[config.mk]
export PLATFORM = sky130hd
export DESIGN_NAME = flst_status_gen
export DESIGN_NICKNAME = d
export VERILOG_FILES = /design/src/rtl/flst_pkg.sv /design/src/rtl/flst_mode_fsm.sv /design/src/rtl/flst_toggle.sv /design/src/rtl/flst_word.sv /design/src/rtl/flst_status_gen.sv
export SDC_FILE = /design/constraint.sdc
export NUM_CORES = 1
export LEC_CHECK = 0
export BUFFER_PORTS_ARGS = -buffer_cell sky130_fd_sc_hd__buf_4
export CAP_MARGIN = 20
export CORE_UTILIZATION = 53
export CTS_CLUSTER_SIZE = 28
export DETAILED_ROUTE_END_ITERATION = 16
export PLACE_DENSITY = 0.84
export SETUP_SLACK_MARGIN = 0.5
export SLEW_MARGIN = 20
export SYNTH_ARGS = -nofsm -noshare
export SYNTH_HDL_FRONTEND = slang
export SYNTH_HIERARCHICAL = 1
export SYNTH_SLANG_ARGS = --single-unit
[constraint.sdc]
create_clock -name clk -period 4.2 [get_ports clk]
set_input_delay 0.21 -clock clk [delete_from_list [all_inputs] [get_ports clk]]
set_output_delay 0.21 -clock clk [all_outputs]
set_load 0.03 [all_outputs]
[src/rtl/flst_pkg.sv]
package flst_pkg;
    typedef enum logic [1:0] {
        ST_IDLE  = 2'd0,
        ST_PROG  = 2'd1,
        ST_ERASE = 2'd2,
        ST_SUSP  = 2'd3
    } flst_mode_e;

    localparam logic OP_PROGRAM = 1'b0;
    localparam logic OP_ERASE   = 1'b1;

    localparam int BIT_POLL    = 7;
    localparam int BIT_TOGGLE  = 6;
    localparam int BIT_TIMEOUT = 5;
    localparam int BIT_WINDOW  = 3;
    localparam int BIT_ERTOG   = 2;
    localparam int MIN_DATA_W  = 8;
endpackage

[src/rtl/flst_mode_fsm.sv]
module flst_mode_fsm
    import flst_pkg::*;
(
    input  logic       clk,
    input  logic       rst_n,
    input  logic       op_active,
    input  logic       op_kind,
    input  logic       erase_susp,
    output flst_mode_e mode
);
    flst_mode_e mode_nxt;

    always_comb begin
        mode_nxt = mode;
        unique case (mode)
            ST_IDLE: begin
                if (op_active)
                    mode_nxt = (op_kind == OP_ERASE) ? ST_ERASE : ST_PROG;
            end
            ST_PROG: begin
                if (!op_active) mode_nxt = ST_IDLE;
            end
            ST_ERASE: begin
                if (!op_active)     mode_nxt = ST_IDLE;
                else if (erase_susp) mode_nxt = ST_SUSP;
            end
            ST_SUSP: begin
                if (!op_active)      mode_nxt = ST_IDLE;
                else if (!erase_susp) mode_nxt = ST_ERASE;
            end
            default: mode_nxt = ST_IDLE;
        endcase
    end

    always_ff @(posedge clk or negedge rst_n) begin
        if (!rst_n) mode <= ST_IDLE;
        else        mode <= mode_nxt;
    end

    AST_FINISH_IDLE: assert property (@(posedge clk) disable iff (!rst_n)
        !op_active |=> (mode == ST_IDLE));
endmodule

[src/rtl/flst_toggle.sv]
module flst_toggle
    import flst_pkg::*;
(
    input  logic       clk,
    input  logic       rst_n,
    input  flst_mode_e mode,
    input  logic       stat_rd,
    input  logic       blk_hit,
    output logic       tog_any,
    output logic       tog_blk
);
    always_ff @(posedge clk or negedge rst_n) begin
        if (!rst_n) begin
            tog_any <= 1'b0;
            tog_blk <= 1'b0;
        end else if (mode == ST_IDLE) begin
            tog_any <= 1'b0;
            tog_blk <= 1'b0;
        end else if (stat_rd) begin
            case (mode)
                ST_PROG: tog_any <= ~tog_any;
                ST_ERASE: begin
                    tog_any <= ~tog_any;
                    if (blk_hit) tog_blk <= ~tog_blk;
                end
                ST_SUSP: tog_blk <= ~tog_blk;
                default: ;
            endcase
        end
    end

    AST_IDLE_CLEARS: assert property (@(posedge clk) disable iff (!rst_n)
        (mode == ST_IDLE) |=> (!tog_any && !tog_blk));
    AST_SUSP_HOLDS_DQ6: assert property (@(posedge clk) disable iff (!rst_n)
        (mode == ST_SUSP) |=> $stable(tog_any));
    AST_PROG_HOLDS_DQ2: assert property (@(posedge clk) disable iff (!rst_n)
        (mode == ST_PROG) |=> $stable(tog_blk));
endmodule

[src/rtl/flst_word.sv]
module flst_word
    import flst_pkg::*;
#(
    parameter int DATA_W = 16
) (
    input  flst_mode_e        mode,
    input  logic              prog_d7,
    input  logic              timeout_hit,
    input  logic              window_done,
    input  logic              tog_any,
    input  logic              tog_blk,
    output logic [DATA_W-1:0] status
);
    logic poll_bit;

    always_comb begin
        unique case (mode)
            ST_PROG:  poll_bit = ~prog_d7;
            ST_ERASE: poll_bit = 1'b0;
            ST_SUSP:  poll_bit = 1'b1;
            default:  poll_bit = 1'b0;
        endcase
    end

    always_comb begin
        status              = '0;
        status[BIT_POLL]    = poll_bit;
        status[BIT_TOGGLE]  = tog_any;
        status[BIT_TIMEOUT] = timeout_hit;
        status[BIT_WINDOW]  = window_done && ((mode == ST_ERASE) || (mode == ST_SUSP));
        status[BIT_ERTOG]   = tog_blk;
    end
endmodule

[src/rtl/flst_status_gen.sv]
module flst_status_gen
    import flst_pkg::*;
#(
    parameter int DATA_W = 16,
    parameter int BANK_W = 1
) (
    input  logic              clk,
    input  logic              rst_n,
    input  logic              op_active,
    input  logic              op_kind,
    input  logic [BANK_W-1:0] busy_bank,
    input  logic              prog_d7,
    input  logic              timeout_hit,
    input  logic              erase_window_done,
    input  logic              erase_susp,
    input  logic              rd_stb,
    input  logic [BANK_W-1:0] rd_bank,
    input  logic              rd_blk_hit,
    input  logic [DATA_W-1:0] array_data,
    output logic [DATA_W-1:0] rd_data,
    output logic              rd_valid,
    output logic              ready
);
    localparam int WIDTH_OK = (DATA_W >= MIN_DATA_W) ? 1 : 0;

    flst_mode_e        mode;
    logic              bank_busy;
    logic              stat_rd;
    logic              tog_any;
    logic              tog_blk;
    logic [DATA_W-1:0] status;

    generate
        if (WIDTH_OK == 0) begin : g_bad_width
            initial $error("DATA_W must be at least 8");
        end
    endgenerate

    flst_mode_fsm u_fsm (
        .clk        (clk),
        .rst_n      (rst_n),
        .op_active  (op_active),
        .op_kind    (op_kind),
        .erase_susp (erase_susp),
        .mode       (mode)
    );

    assign bank_busy = (mode != ST_IDLE) && (rd_bank == busy_bank);
    assign stat_rd   = rd_stb && bank_busy && ((mode != ST_SUSP) || rd_blk_hit);

    flst_toggle u_tog (
        .clk     (clk),
        .rst_n   (rst_n),
        .mode    (mode),
        .stat_rd (stat_rd),
        .blk_hit (rd_blk_hit),
        .tog_any (tog_any),
        .tog_blk (tog_blk)
    );

    flst_word #(.DATA_W(DATA_W)) u_word (
        .mode        (mode),
        .prog_d7     (prog_d7),
        .timeout_hit (timeout_hit),
        .window_done (erase_window_done),
        .tog_any     (tog_any),
        .tog_blk     (tog_blk),
        .status      (status)
    );

    always_ff @(posedge clk or negedge rst_n) begin
        if (!rst_n) begin
            rd_data  <= '0;
            rd_valid <= 1'b0;
            ready    <= 1'b1;
        end else begin
            rd_valid <= rd_stb;
            ready    <= !op_active;
            if (rd_stb) rd_data <= stat_rd ? status : array_data;
        end
    end

    AST_VALID_PULSE: assert property (@(posedge clk) disable iff (!rst_n)
        rd_stb |=> rd_valid);
    AST_VALID_DROP: assert property (@(posedge clk) disable iff (!rst_n)
        !rd_stb |=> !rd_valid);
    AST_READY_LOW: assert property (@(posedge clk) disable iff (!rst_n)
        op_active |=> !ready);
    AST_OTHER_BANK: assert property (@(posedge clk) disable iff (!rst_n)
        (rd_stb && (rd_bank != busy_bank)) |=> (rd_data == $past(array_data)));
endmodule

# [After elaboration in Yosys (flattened, before gate mapping)]
# Index checks and enable logic that the tools add are counted.
[classes] n_eq_ne=10 muxes=17 n_bitwise=3 reduce_logical=16
[op_table] operator="16-bit 2-to-1 mux" n=1
[op_table] operator="2-bit 2-to-1 mux" n=7
[op_table] operator="3-bit != test, second input constant" n=3
[op_table] operator="2-bit case mux with 4 select lines" n=1
[op_table] operator="1-bit 2-to-1 mux" n=6
[op_table] operator="2-bit != test, second input constant" n=3
[op_table] operator="2-bit nonzero test" n=3
[op_table] operator="2-bit equality test, second input constant" n=2
[op_table] operator="1-bit logical AND" n=4
[op_table] operator="1-bit case mux with 2 select lines" n=2
[op_table] operator="4-bit AND reduction" n=1
[op_table] operator="1-bit inverter" n=3
[op_table] operator="3-bit AND reduction" n=1
[op_table] operator="3-bit nonzero test" n=1
[op_table] operator="2-bit by 1-bit equality test with 1-bit output, second input constant" n=1
[op_table] operator="2-bit logical NOT" n=1
[op_table] operator="1-bit logical OR" n=2
[op_table] operator="2-bit AND reduction" n=1
[op_table] operator="2-bit OR reduction" n=1
[op_table] operator="1-bit equality test" n=1
[op_table] operator="1-bit logical NOT" n=1
[totals] register_bits=22 input_bits=28 output_inout_bits=18 word_cells=52

# [Longest topological paths before layout]
# Gate-level depths: netlist of the first run.
[logic_depth] ltp_word=6 mapped_depth=8

# [Modules after synthesis]
# The synthesis of the first run kept the hierarchy.
[modules_own_cells] mod="flst_status_gen" instances=1 cells_per_inst=96 area_per_inst_um2=969.7 seq_area_each_um2=451.7
[modules_own_cells] mod="flst_word" instances=1 cells_per_inst=19 area_per_inst_um2=135.1 seq_area_each_um2=0.0
[modules_own_cells] mod="flst_toggle" instances=1 cells_per_inst=15 area_per_inst_um2=118.9 seq_area_each_um2=50.0
[modules_own_cells] mod="flst_mode_fsm" instances=1 cells_per_inst=7 area_per_inst_um2=83.8 seq_area_each_um2=50.0

# [Worst setup path after synthesis of the first run]
# OpenSTA, ideal clock, no wires.
[synth_path] kind="register to register" start="register u_fsm.mode[1]" end="register u_tog.tog_blk" t_arrival_ns=1.579 required_ns=4.073 setup_slack_ns=2.493 stages_incl_launch_ff=8 n_path_buf=2 synth_period_minus_slack_ns=1.707 cell_sequence="dfrtp_1 nand3b_1 and3_1 buf_6 buf_12 and2b_1 a31oi_1 nand3_1"
[synth_between] elab_chain_len=6 elab_cells_between_ends=16 cone_classes="eq/ne: 4; mux: 3; reduce/logical: 9"
[synth_lines] item="start: declaration" line_no="flst_mode_fsm.sv:9" rtl="output flst_mode_e mode"
[synth_lines] item="start signal: assignment" line_no="flst_mode_fsm.sv:37" rtl="else mode <= mode_nxt;"
[synth_lines] item="2-bit nonzero test" line_no="flst_status_gen.sv:48" rtl="assign bank_busy = (mode != ST_IDLE) && (rd_bank == busy_bank);"
[synth_lines] item="1-bit logical AND" line_no="flst_status_gen.sv:48"
[synth_lines] item="1-bit logical AND" line_no="flst_status_gen.sv:49" rtl="assign stat_rd = rd_stb && bank_busy && ((mode != ST_SUSP) || rd_blk_hit);"
[synth_lines] item="1-bit logical AND *" line_no="flst_status_gen.sv:49"
[synth_lines] item="net stat_rd" line_no="flst_status_gen.sv:28" rtl="logic stat_rd;"
[synth_lines] item="2-bit nonzero test (no line) *"
[synth_lines] item="3-bit AND reduction (no line) *"
[synth_lines] item="end signal: assignment" line_no="flst_toggle.sv:24" rtl="if (blk_hit) tog_blk <= ~tog_blk;"
[synth_lines] item="end signal: assignment" line_no="flst_toggle.sv:26" rtl="ST_SUSP: tog_blk <= ~tog_blk;"
[synth_lines] item="end: declaration" line_no="flst_toggle.sv:10" rtl="output logic tog_blk"
# The timed path passes the listed nets; every way through them passes the cells marked *. The select of a mux whose other input is x is not followed.
# A chain may end at the register's enable or synchronous reset.

# [Final worst setup path of the first run]
[layout_path] start="register u_fsm.mode[1]" end="register u_tog.tog_blk"
[layout_between] elab_chain_len=6 elab_cells_between_ends=16 cone_classes="eq/ne: 4; mux: 3; reduce/logical: 9"
[layout_lines] item="2-bit nonzero test" line_no="flst_status_gen.sv:48"
[layout_lines] item="1-bit logical AND" line_no="flst_status_gen.sv:48"
[layout_lines] item="1-bit logical AND (2 in a row)" line_no="flst_status_gen.sv:49"
[layout_lines] item="2-bit nonzero test (no line)"
[layout_lines] item="3-bit AND reduction (no line)"
# Parallel ways exist; a longest one is shown, timed or not. The select of a mux whose other input is x is not followed.

==> impl_results.md, run 1 <==
* Final count of hold timing violations at 0
* Worst Setup End Kind: register
* Most frequent cells in the layout: buf_4, dfrtp_1, inv_1
* Setup Crit Path Kind: reg2reg
* Post-synthesis mux area share at 0%
* Antenna Nets Post-Route at 0
* Asr flop ratio synth at 100%
* Post-synth EDFFs at 0
* Place WS at 1.83 ns
* Run status: completed
* Die X at 51.7 microns
* Initial antenna violation count at 0
* Final GP Congestion at 0.760
* Number of port buffers at 45
* H-tree depth at 1
* IO Pins at 46
* Final Cycle Share at 58.5%
* CTS tree: done
* RSZ-0062 raised after global routing: false
* CTS Buffer Depth at 2
* Critical path cell sequence: nand3b_1, and3_1, and2b_1, a31oi_1, nand3_1
* Simple-Gate Fraction of Synth Area at 18.5%
* Vias in the first global route at 984
* 1st-iter DRT viols at 15
* Main synth FF type: dfrtp_1
* Synth unique cells at 31
* Fmax at 407 MHz
* Die Height at 51.7 microns
* Clock skew at 0.00860 ns
* Power Density at 342 nW/um^2
* Worst Setup Start Kind: register
* Syn_area_per_cell at 9.54 sq um
* Peak VDD IR at 0.232 mV
* Commonest non-fill, non-tap cell in the layout: buf_4
* Core box area at 2280 sq um
* Setup repair bufs after CTS at 0
* CTS Root Cell: clkbuf_4
* Vias per std cell at 5.31
* Sw Pwr at 0.183 mW
* Hold crit path type: in2reg
* Final-report setup violation count at 0
* Worst stage delay on the critical path at 0.68 ns
* TritonCTS Buffers at 3
* Compound-Gate Fraction of Synth Area at 19.2%
* Max-Cap Viols at 0
* Post-Synth Adder-Cell Area at 0%
* Row cnt at 17
* Clock network power share at 21.4%
* Gate power share at 32.0%
* Antenna Cells at 0
* Yosys reg bits at 22
* Worst-margin pin slew at 0.903 ns
* Reg clk slew, reported paths at 0.13 ns
* Crit path time final at 2.46 ns
* Critical path arrival at 2.65 ns
* Overall power at 0.544 mW
* XOR/XNOR Fraction of Synth Area at 1.24%
* Max_slew headroom at 39.8%
* Top cells by area, synth: dfrtp_1, o221ai_2, buf_4, nand4_1, inv_1
* Switch share at 33.7%
* Worst Path Required at 4.40 ns
* # clock sinks at 22
* Post-synthesis sequential area ratio at 42.2%
* First-pass GRT wire length at 4.24 mm
* Area grow syn2layout at 21.8%
* Final WS setup at 1.74 ns
* Max-slew violations at 0
* Synth Cell Area at 1310 sq um
* DR DRC count at 0
* DR vias at 1067
* Largest net degree at the start of global routing at 35
* Leak Pwr at 0.780 nW
* Synthesized instance count at 137
* Synth Warn # at 6
* DP Wirelength at 1.87 mm
* Reg power frac at 46.6%
* WL per Instance at 13.1 microns
* Synth top area share at 40.2%
* Routed WL at 2.64 mm
* Final Core Density at 70.0%
* Total Neg Setup Slack at 0 ns
* GR Overflow Total at 0
* Worst skew pair latency at 0.30 ns
* Total Die Area at 2670 sq um
* CP max FO at 20
* Post-synth top area cell: dfrtp_1
* Internal power at 0.361 mW
* Layout cells sized above 1 at 35.8%
* Largest family of logic cells by synthesized area: compound AO/OA/AOI/OAI gates
* Final net count at 202
* CP max stage cell: and3_1
* Initial Util at 57.4%
* Detailed Routing Iterations Pass 1 at 4
* GRT Resource Usage Total at 21.1%
worst max-delay path: cells and delay by family (launching register included):
kind,cells,cell delay [ns]
flops,1,0.56
simple gates,4,1.61
compound gates,1,0.18
state kept, by name (all words and copies together) (netlist names):
register / count
ready: 1
u_tog/tog_any: 1
u_fsm/mode: 2
rd_data: 16
rd_valid: 1
u_tog/tog_blk: 1
final timing paths:
kind	from	to	slack [ns]	cells after the start
min in group asynchronous	rst_n	rd_data[13]	0.31	2
max in group asynchronous	rst_n	ready	3.60	2
hold reg to reg	rd_data[5]	rd_data[5]	0.58	2
hold / removal	op_active	ready	0.03	2
setup reg to reg	u_fsm/mode[1]	u_tog/tog_blk	1.74	5
setup / recovery	u_fsm/mode[1]	u_tog/tog_blk	1.74	5
cell usage after synthesis (2+ instances only):
cell type,count
o221ai_1,7
dfrtp_1,21
clkbuf_1,6
o221ai_2,9
buf_4,15
inv_1,19
nand4_1,16
nand3_1,3
a21oi_1,2
nand2_1,18
per-stage QoR:
stage,instance area [sq um],hold slack [ns],cells
floorplan,1350,-0.0856,147
detailed placement,1550,0.115,196
global route,1590,0.00783,201
global placement,1550,0.111,196
CTS,1590,0.0236,201
finish,1590,0.0257,201
per-layer routing:
layer / up-vias / track usage, % / wire, microns
li1: 534 / - / -
met1: 509 / 28.0 / 1200
met2: 20 / 35.1 / 1330
met3: 4 / 2.92 / 80
met4: 0 / 7.66 / 31
met5: - / 0 / 0
power groups by stage:
stage / sequential, mW / clock (mW) / combinational, mW
detailed placement: 0.258 / 0 / 0.174
finish: 0.254 / 0.116 / 0.174
global placement: 0.256 / 0 / 0.170
global route: 0.258 / 0.127 / 0.188
floorplan: 0.299 / 0 / 0.0776
CTS: 0.254 / 0.118 / 0.175
cell type report:
class	count	area (sq um)
multi-input combinational	82	551
tap	28	35.0
fill	172	683
clock buffer	4	36.3
timing repair buffer	46	348
sequential	22	552
inverter	19	71.3
kinds of logic after synthesis:
family                    count (synthesis)
AOI/OAI and AO/OA                        24
xor gates and xnor gates                  1
buffers and inverters                    43
DFF                                      22
other                                     1
and+or+nand+nor                          46
what timing repair did:
item	in CTS	in global routing
hold buffers	1	0
gates resized for setup	0	0
hold endpoints to repair	21	0
Note: power is estimated with default switching activity, not from simulation.
==> inputs of run 2 (changes only) <==
CORE_UTILIZATION = 49   (was 53)
PLACE_DENSITY = 0.79   (was 0.84)
clock period = 2.48 ns   (was 4.2 ns; I/O delays follow)
==> run 2 against run 1 <==
  * Clock power increased by 140%
  * Clock skew about the same
  * Wire length up 3.8%
  * Critical path type unchanged
  * Critical endpoint unchanged
  * Highest routed layer unchanged
==> impl_results.md, run 2 (synthesized netlist as in run 1, its figures left out) <==
* Run status: completed
* Antenna Cells at 0 (unchanged)
* Most frequent cells in the layout: buf_4, dfrtp_1, inv_1
* Area grow syn2layout at 26.7%
* Setup repair bufs after CTS at 0 (unchanged)
* 1st-iter DRT viols at 26 (+11)
* DR DRC count at 0 (unchanged)
* Power Density at 612 nW/um^2 (+79%)
* Largest net degree at the start of global routing at 34 (-2.9%)
* Internal power at 0.692 mW (+92%)
* Max-Cap Viols at 0 (unchanged)
* H-tree depth at 1 (unchanged)
* Sw Pwr at 0.321 mW (+75%)
* GR Overflow Total at 0 (unchanged)
* Number of port buffers at 45 (unchanged)
* Total Neg Setup Slack at 0 ns (unchanged)
* CP max FO at 17 (-15%)
* Final Cycle Share at 71.5% (+13 points)
* Worst skew pair latency at 0.31 ns (about the same)
* Worst Setup End Kind: register
* Final WS setup at 0.706 ns (-1.04 ns)
* Layout cells sized above 1 at 37.6% (+1.8 points)
* TritonCTS Buffers at 3 (unchanged)
* Final hold slack at 0.0864 ns (+0.0607 ns)
* First-pass GRT wire length at 4.37 mm (+3.3%)
* Final net count at 207 (+2.5%)
* DR vias at 1097 (+2.8%)
* CTS Root Cell: clkbuf_4
* Largest register FFs at 16 (unchanged)
* Max-slew violations at 0 (unchanged)
* Detailed Routing Iterations Pass 1 at 4 (unchanged)
* Final GP Congestion at 0.731 (-3.7%)
* Vias in the first global route at 984 (unchanged)
* Clock skew at 0.00860 ns (-0.00000444 ns)
* DP Wirelength at 1.96 mm (+4.7%)
* Antenna Nets Post-Route at 0 (unchanged)
* Hold crit path type: in2reg
* Core box area at 2500 sq um (+9.8%)
* CTS Buffer Depth at 2 (unchanged)
* Leading registers by flop count: rd_data x16, u_fsm/mode x2
* Critical path arrival at 1.97 ns (-0.68 ns)
* Initial Util at 52.3% (-5.1 points)
* WL per Instance at 13.2 microns (+0.33%)
* Biggest register: rd_data
* Place WS at 0.399 ns (-1.43 ns)
* Reg clk slew, reported paths at 0.14 ns (about the same)
* Gate power share at 30.1% (-1.9 points)
* CTS tree: done
* Switch share at 31.7% (-2.0 points)
* IO Pins at 46 (unchanged)
* Initial antenna violation count at 0 (unchanged)
* Vias per std cell at 5.27 (-0.65%)
* Leak Pwr at 0.808 nW (+3.7%)
* Row cnt at 18 (+1)
* Final-report setup violation count at 0 (unchanged)
* RSZ-0062 raised after global routing: false
* Final count of hold timing violations at 0 (unchanged)
* # clock sinks at 22 (unchanged)
* GRT Resource Usage Total at 21.0% (-0.076 points)
* Peak VDD IR at 0.368 mV (+58%)
* Die Height at 53.7 microns (+3.8%)
* Worst Path Required at 2.67 ns (-1.73 ns)
* Fillers at 211 (+23%)
* Die X at 53.7 microns (+3.8%)
* Worst Setup Start Kind: register
* Total Die Area at 2880 sq um (+7.8%)
* Clock network power share at 27.5% (+6.1 points)
* Area after DPL at 1580 sq um (+2.1%)
* Commonest non-fill, non-tap cell in the layout: buf_4
* Routed WL at 2.74 mm (+3.8%)
* Fmax at 564 MHz (+38%)
* Reg power frac at 42.4% (-4.2 points)
* Crit path time final at 1.77 ns (-0.682 ns)
* Setup Crit Path Kind: reg2reg
* Finished Cell Area at 1660 sq um (+4.0%)
## run 2: changes by cell type in the layout (fill, tap and decap cells not counted)
cell,before,now
and3_1,1,0
dlygate4sd3_1,1,2
clkbuf_8,1,0
buf_4,45,49
and3_4,0,1
bufinv_16,0,1
## run 2: power by group through the flow
| stage | Sequential (mW) | Clock [mW] | Combinational (mW) |
|---|---|---|---|
| 4_1_cts | 0.430 | 0.280 | 0.304 |
| 3_5_place_dp | 0.437 | 0 | 0.300 |
| 5_1_grt | 0.436 | 0.289 | 0.333 |
| 6_report | 0.430 | 0.279 | 0.305 |
| 3_3_place_gp | 0.434 | 0 | 0.292 |
| 2_1_floorplan | 0.507 | 0 | 0.131 |
## run 2: cell type report
type / count / area (sq um) / area share (%)
clock inverter: 1 / 30.0 / 1.81
timing repair buffer: 51 / 388 / 23.4
sequential: 22 / 552 / 33.3
multi-input combinational: 82 / 556 / 33.5
tap: 30 / 37.5 / 2.27
clock buffer: 3 / 22.5 / 1.36
inverter: 19 / 71.3 / 4.31
## run 2: through the flow
| stage | total power, mW | utilization [%] | instances |
|---|---|---|---|
| floorplan | 0.638 | - | 147 |
| global placement | 0.726 | 63.2 | 202 |
| detailed placement | 0.737 | 63.2 | 202 |
| CTS | 1.01 | 66.1 | 208 |
| global route | 1.06 | 66.3 | 208 |
| finish | 1.01 | 66.3 | 208 |
## run 2: layer usage
layer,wire length [microns],vias to the layer above,GRT usage [%]
li1,-,540,-
met1,1180,522,26.6
met2,1430,31,37.7
met3,100,4,2.54
met4,30,0,5.26
met5,0,-,0
## run 2: final timing paths
| kind | end | start | slack [ns] | cells after the start |
|---|---|---|---|---|
| worst max-delay path | u_tog/tog_blk | u_fsm/mode[1] | 0.71 | 5 |
| worst min-delay path | rd_data[5] | timeout_hit | 0.09 | 3 |
| worst max register to register | u_tog/tog_blk | u_fsm/mode[1] | 0.71 | 5 |
| worst min register to register | rd_data[0] | rd_data[0] | 0.57 | 2 |
| max in group asynchronous | ready | rst_n | 1.98 | 2 |
| min in group asynchronous | rd_valid | rst_n | 0.22 | 2 |
## run 2: what timing repair did
item                                   CTS  global route
setup endpoints to repair                7             2
resized for setup                        1             1
hold buffers                             2             0
endpoints found under the hold margin   23             0
## run 2: critical path, stage by stage, from the launching register on
cell	delay [ns]
dfrtp_1	0.57
o21a_2	0.39
and3_4	0.37
o21ai_0	0.15
nand3_1	0.11
nand3_1	0.08
